==> config.mk <==
export PLATFORM = sky130hd
export DESIGN_NAME = flux_pulse_gen
export DESIGN_NICKNAME = d
export VERILOG_FILES = /design/src/rtl/flux_pkg.sv /design/src/rtl/flux_cell_timer.sv /design/src/rtl/flux_pos_counter.sv /design/src/rtl/flux_head_shift.sv /design/src/rtl/flux_pulse_gen.sv
export SDC_FILE = /design/constraint.sdc
export NUM_CORES = 1
export LEC_CHECK = 0
export ABC_CLOCK_PERIOD_IN_PS = 7250
export BUFFER_PORTS_ARGS = -buffer_cell sky130_fd_sc_hd__buf_2
export CORE_UTILIZATION = 61
export DETAILED_ROUTE_END_ITERATION = 7
export PLACE_DENSITY = 0.87
export SYNTH_ARGS = -nofsm -noshare
export SYNTH_HDL_FRONTEND = slang
export SYNTH_HIERARCHICAL = 1
export SYNTH_SLANG_ARGS = --single-unit
==> constraint.sdc <==
create_clock -name clk -period 7.25 [get_ports clk]
set_input_delay 1.8125 -clock clk [delete_from_list [all_inputs] [get_ports clk]]
set_output_delay 1.8125 -clock clk [all_outputs]
set_load 0.01 [all_outputs]
==> src/rtl/flux_pkg.sv <==
package flux_pkg;

  typedef enum logic {
    NOISE_PORT = 1'b0,
    NOISE_LFSR = 1'b1
  } noise_src_e;

  // Select one bit of a byte by index (7 = MSB).
  function automatic logic pick_bit(input logic [7:0] b, input logic [2:0] idx);
    return b[idx];
  endfunction

  // Map a position's low bits to an MSB-first bit index.
  function automatic logic [2:0] msb_first_idx(input logic [2:0] low);
    return 3'd7 - low;
  endfunction

  // 16-bit Galois LFSR step, taps 16,14,13,11.
  function automatic logic [15:0] lfsr_step(input logic [15:0] s);
    logic [15:0] n;
    n = {1'b0, s[15:1]};
    if (s[0]) n = n ^ 16'hB400;
    return n;
  endfunction

endpackage

==> src/rtl/flux_cell_timer.sv <==
module flux_cell_timer #(
  parameter int ACC_W = 16,
  parameter int STEP  = 4
) (
  input  logic             clk,
  input  logic             rst_n,
  input  logic             tick_i,
  input  logic [ACC_W-1:0] bit_time_i,
  output logic             cell_done_o
);
  localparam int SW = ACC_W + 1;

  logic [ACC_W-1:0] acc_q;
  logic [SW-1:0]    sum;
  logic [SW-1:0]    period;

  function automatic logic [SW-1:0] add_step(input logic [ACC_W-1:0] a);
    return {1'b0, a} + SW'(STEP);
  endfunction

  function automatic logic [ACC_W-1:0] carry_rem(input logic [SW-1:0] s,
                                                  input logic [SW-1:0] p);
    logic [SW-1:0] r;
    r = s - p;
    return r[ACC_W-1:0];
  endfunction

  assign sum         = add_step(acc_q);
  assign period      = {1'b0, bit_time_i};
  assign cell_done_o = tick_i && (sum >= period);

  always_ff @(posedge clk) begin
    if (!rst_n)           acc_q <= '0;
    else if (cell_done_o) acc_q <= carry_rem(sum, period);
    else if (tick_i)      acc_q <= sum[ACC_W-1:0];
  end


  rem_small_chk: assert property (@(posedge clk) disable iff (!rst_n)
    (cell_done_o && bit_time_i >= ACC_W'(STEP) && acc_q < bit_time_i)
      |=> (acc_q < ACC_W'(STEP)));


  idle_hold_chk: assert property (@(posedge clk) disable iff (!rst_n)
    !tick_i |=> $stable(acc_q));

endmodule

==> src/rtl/flux_pos_counter.sv <==
module flux_pos_counter #(
  parameter int POS_W = 16
) (
  input  logic             clk,
  input  logic             rst_n,
  input  logic             adv_i,
  input  logic [POS_W-1:0] bit_count_i,
  output logic [POS_W-1:0] pos_o
);
  logic [POS_W-1:0] pos_q;

  function automatic logic [POS_W-1:0] next_pos(input logic [POS_W-1:0] p,
                                                 input logic [POS_W-1:0] c);
    logic [POS_W:0] inc;
    inc = {1'b0, p} + (POS_W+1)'(1);
    return (inc >= {1'b0, c}) ? '0 : inc[POS_W-1:0];
  endfunction

  always_ff @(posedge clk) begin
    if (!rst_n)     pos_q <= '0;
    else if (adv_i) pos_q <= next_pos(pos_q, bit_count_i);
  end

  assign pos_o = pos_q;


  wrap_bound_chk: assert property (@(posedge clk) disable iff (!rst_n)
    (adv_i && bit_count_i != '0) |=> (pos_q < $past(bit_count_i)));


  pos_hold_chk: assert property (@(posedge clk) disable iff (!rst_n)
    !adv_i |=> $stable(pos_q));

endmodule

==> src/rtl/flux_head_shift.sv <==
module flux_head_shift #(
  parameter int HIST_W = 4
) (
  input  logic clk,
  input  logic rst_n,
  input  logic adv_i,
  input  logic flux_bit_i,
  input  logic noise_bit_i,
  output logic head_zero_o,
  output logic pulse_o
);
  logic [HIST_W-1:0] head_q;
  logic [HIST_W-1:0] head_d;
  logic              pick;
  logic              pulse_q;

  assign head_d      = {head_q[HIST_W-2:0], flux_bit_i};
  assign head_zero_o = (head_d == '0);
  assign pick        = head_zero_o ? noise_bit_i : head_d[1];

  always_ff @(posedge clk) begin
    if (!rst_n) begin
      head_q  <= '0;
      pulse_q <= 1'b0;
    end else begin
      pulse_q <= adv_i ? pick : 1'b0;
      if (adv_i) head_q <= head_d;
    end
  end

  assign pulse_o = pulse_q;


  quiet_chk: assert property (@(posedge clk) disable iff (!rst_n)
    !adv_i |=> !pulse_o);


  noise_sub_chk: assert property (@(posedge clk) disable iff (!rst_n)
    (adv_i && head_zero_o) |=> (pulse_o == $past(noise_bit_i)));


  head_hold_chk: assert property (@(posedge clk) disable iff (!rst_n)
    !adv_i |=> $stable(head_q));

endmodule

==> src/rtl/flux_pulse_gen.sv <==
module flux_pulse_gen
  import flux_pkg::*;
#(
  parameter int         ACC_W      = 16,
  parameter int         POS_W      = 16,
  parameter int         STEP       = 4,
  parameter noise_src_e NOISE_KIND = NOISE_PORT
) (
  input  logic             clk,
  input  logic             rst_n,
  input  logic             tick_i,
  input  logic [ACC_W-1:0] bit_time_i,
  input  logic [POS_W-1:0] bit_count_i,
  input  logic [7:0]       trk_byte_i,
  input  logic [7:0]       noise_byte_i,
  output logic             rd_pulse_o,
  output logic [POS_W-4:0] byte_addr_o,
  output logic [2:0]       bit_idx_o
);
  logic             cell_done;
  logic [POS_W-1:0] pos;
  logic             flux_bit;
  logic             noise_bit;
  logic             head_zero;

  flux_cell_timer #(.ACC_W(ACC_W), .STEP(STEP)) u_timer (
    .clk(clk), .rst_n(rst_n), .tick_i(tick_i),
    .bit_time_i(bit_time_i), .cell_done_o(cell_done));

  flux_pos_counter #(.POS_W(POS_W)) u_pos (
    .clk(clk), .rst_n(rst_n), .adv_i(cell_done),
    .bit_count_i(bit_count_i), .pos_o(pos));

  assign byte_addr_o = pos[POS_W-1:3];
  assign bit_idx_o   = msb_first_idx(pos[2:0]);
  assign flux_bit    = pick_bit(trk_byte_i, bit_idx_o);

  generate
    if (NOISE_KIND == NOISE_LFSR) begin : g_lfsr
      logic [15:0] lfsr_q;
      always_ff @(posedge clk) begin
        if (!rst_n)         lfsr_q <= 16'hACE1;
        else if (cell_done) lfsr_q <= lfsr_step(lfsr_q);
      end
      assign noise_bit = lfsr_q[0];
    end else begin : g_port
      assign noise_bit = pick_bit(noise_byte_i, bit_idx_o);
    end
  endgenerate

  flux_head_shift #(.HIST_W(4)) u_head (
    .clk(clk), .rst_n(rst_n), .adv_i(cell_done),
    .flux_bit_i(flux_bit), .noise_bit_i(noise_bit),
    .head_zero_o(head_zero), .pulse_o(rd_pulse_o));


  pulse_after_tick_chk: assert property (@(posedge clk) disable iff (!rst_n)
    rd_pulse_o |-> $past(tick_i));


  done_needs_tick_chk: assert property (@(posedge clk) disable iff (!rst_n)
    cell_done |-> tick_i);

endmodule

==> run_results.csv <==
group,metric,value,unit
route,dr_wl_met2,3970,um
power,power.share.sequential,39.6,%
clock_tree,cts_tree,"built",
clock_tree,clk-insertion-delay-late,300,ps
power,clkPwrFrac,33.8,%
finish,antennaDiodeCount,0,
synth,synthCells,456,
synth,synthesis.area,3490,sq um
sta,hold_violations,0,
clock_tree,post_cts_buffers,0,
finish,final_cell_mix,"buf_2, nand2_1, inv_1",
worst_setup_path,cp.arrival,5020,ps
power,p_switching,0.168,mW
sta,hold_ws,538,ps
die,die_w,77.6,um
place,dpl.hpwl,6560,um
min_path,hold_path_class,"reg -> reg",
power,internal_power,0.367,mW
global_routing,grt_pass1_vias,3140,
global_routing,grtUsageTotal,29.6,%
route,wl_met1,3960,um
sta,rsz0062_at_grt,"false",
outcome,status,"complete, no violations",
route,drtPass1Iterations,5,
power,peakVddDrop,0.140,mV
clock_tree,clk_pin_slew,80,ps
clock_tree,cts.sinks,36,
route,vias,3460,
route,vias_per_cell,5.96,
finish,syn2layout_area_growth,12.0,%
die,ioPinCount,68,
worst_setup_path,crit_family,"compound AO/OA/AOI/OAI gates",
global_routing,antenna_found_initial,0,
clock_tree,cts-hold-fix-buffers,0,
worst_setup_path,crit_path_end_kind,"register",
synth,synth_warnings,6,
sta,relSlewSlack,35.6,%
route,ant_nets,0,
finish,fin_nets,594,
worst_setup_path,cpMaxStageDelayCell,"nor2b_1",
power,p_comb_share,26.6,%
die,coreArea,5510,sq um
power,power.density,137,nW/um^2
worst_setup_path,cpPeakStageDelay,600,ps
clock_tree,htreeDepth,2,
route,drtIter0Drc,197,
worst_setup_path,cp_cell_sequence,"buf_2 -> inv_1 -> ha_1 -> nor2b_1 -> o31a_1 -> o211a_1 -> o41a_1 -> o21ai_0 -> inv_1 -> nor2b_1 -> a31oi_1 -> o21ai_0",
sta,drv_slew,0,
power,p_leak,1.82,nW
worst_setup_path,crit_type,"in -> reg",
place,io_buffer_count,67,
finish,fillCellCount,462,
sta,finClkSkew,9.71,ps
sta,worst_pin_slew,963,ps
power,totalPowerFinal,0.536,mW
run,cap_violations,0,
sta,period_share,66.2,%
place,gp_congestion,0.908,
route,drt-total-wl,8720,um
finish,final_common_cell,"buf_2",
sta,timing.setup.tns,0,ps
worst_setup_path,worstPathRequired,7470,ps
power,swShare,31.4,%
sta,min_period,4800,ps
sta,fmax,209,MHz
route,wl_per_cell,15.0,um
finish,drive_above_1_share,17.1,%
route,top_layer,"met4",
clock_tree,clock_path_buffers,2,
synth,synth_nets,542,
sta,setup_viol,0,
route,drc_errors,0,
clock_tree,post_cts_resized,0,
clock_tree,cts_buffers,5,
worst_setup_path,cp-start-kind,"input pin",
worst_setup_path,cp_max_fo,27,
worst_setup_path,critPathBufInv,3,
global_routing,grt_max_degree,30,
die,die_area,6030,sq um
route,wl_met3,708,um
synth,avgSynthCellArea,7.65,sq um
global_routing,grt-ovfl-total,0,
die,fp.dieH,77.6,um
global_routing,grt_pass1_wl,14400,um
clock_tree,cts-root-buf,"clkbuf_8",
die,row_count,27,
die,initial_core_util,63.4,%
## path summary, 6_finish.rpt
path,startpoint,cells past startpoint,slack [ps],endpoint
min,u_timer/acc_q[1],2,540,u_timer/acc_q[1]
min reg2reg,u_timer/acc_q[1],2,540,u_timer/acc_q[1]
max reg2reg,u_timer/acc_q[2],14,2710,u_pos/pos_o[6]
max,bit_time_i[1],12,2450,u_pos/pos_o[6]
## layer usage
metal / global-route usage [%] / up-vias
met5: 0 / -
met4: 6.23 / 0
met3: 4.71 / 9
met2: 50.3 / 148
met1: 39.2 / 1573
li1: - / 1730
## power groups by stage
stage | combinational [mW] | sequential [mW] | clock [mW]
3_3_place_gp | 0.135 | 0.216 | 0
5_1_grt | 0.158 | 0.213 | 0.192
6_report | 0.143 | 0.212 | 0.181
2_1_floorplan | 0.105 | 0.214 | 0
3_5_place_dp | 0.139 | 0.217 | 0
4_1_cts | 0.140 | 0.212 | 0.183
## sequential cells by signal, indices dropped and copies added, names as in the netlist
name	flops
u_pos/pos_o	16
u_timer/acc_q	16
u_head/head_q	3
u_head/pulse_o	1
## per-stage QoR
stage | util [%] | cells | setup slack, ps | cell area [sq um]
final | 71.0 | 581 | 2450 | 3910
after global routing | 71.0 | 581 | 2170 | 3910
after CTS | 71.0 | 581 | 2510 | 3910
after detailed placement | 68.9 | 573 | 2230 | 3800
after global placement | 68.9 | 573 | 2370 | 3800
after floorplan | - | 456 | 2950 | 3490
## worst register-to-register path, cell delays in order, from the launching register on
cell and delay (ps):
dfxtp_1 410, ha_1 280, nand3_1 140, or3_1 500, nor2_1 170, xor2_1 210
ha_1 320, a21o_1 200, and2_1 160, or4_1 480, o21ai_0 300, inv_1 430
nor2b_1 610, a31oi_1 80, o21ai_0 170
## layout make-up
| cell class | instances | area [sq um] | share of cell area (%) |
|---|---|---|---|
| Inverter | 49 | 184 | 4.71 |
| Timing Repair Buffer | 68 | 343 | 8.77 |
| Tap cell | 72 | 90.1 | 2.31 |
| Clock inverter | 3 | 42.5 | 1.09 |
| Clock buffer | 5 | 68.8 | 1.76 |
| Multi-Input combinational cell | 348 | 2460 | 62.9 |
| Sequential cell | 36 | 721 | 18.4 |
Power figures use the tool's default switching activity.
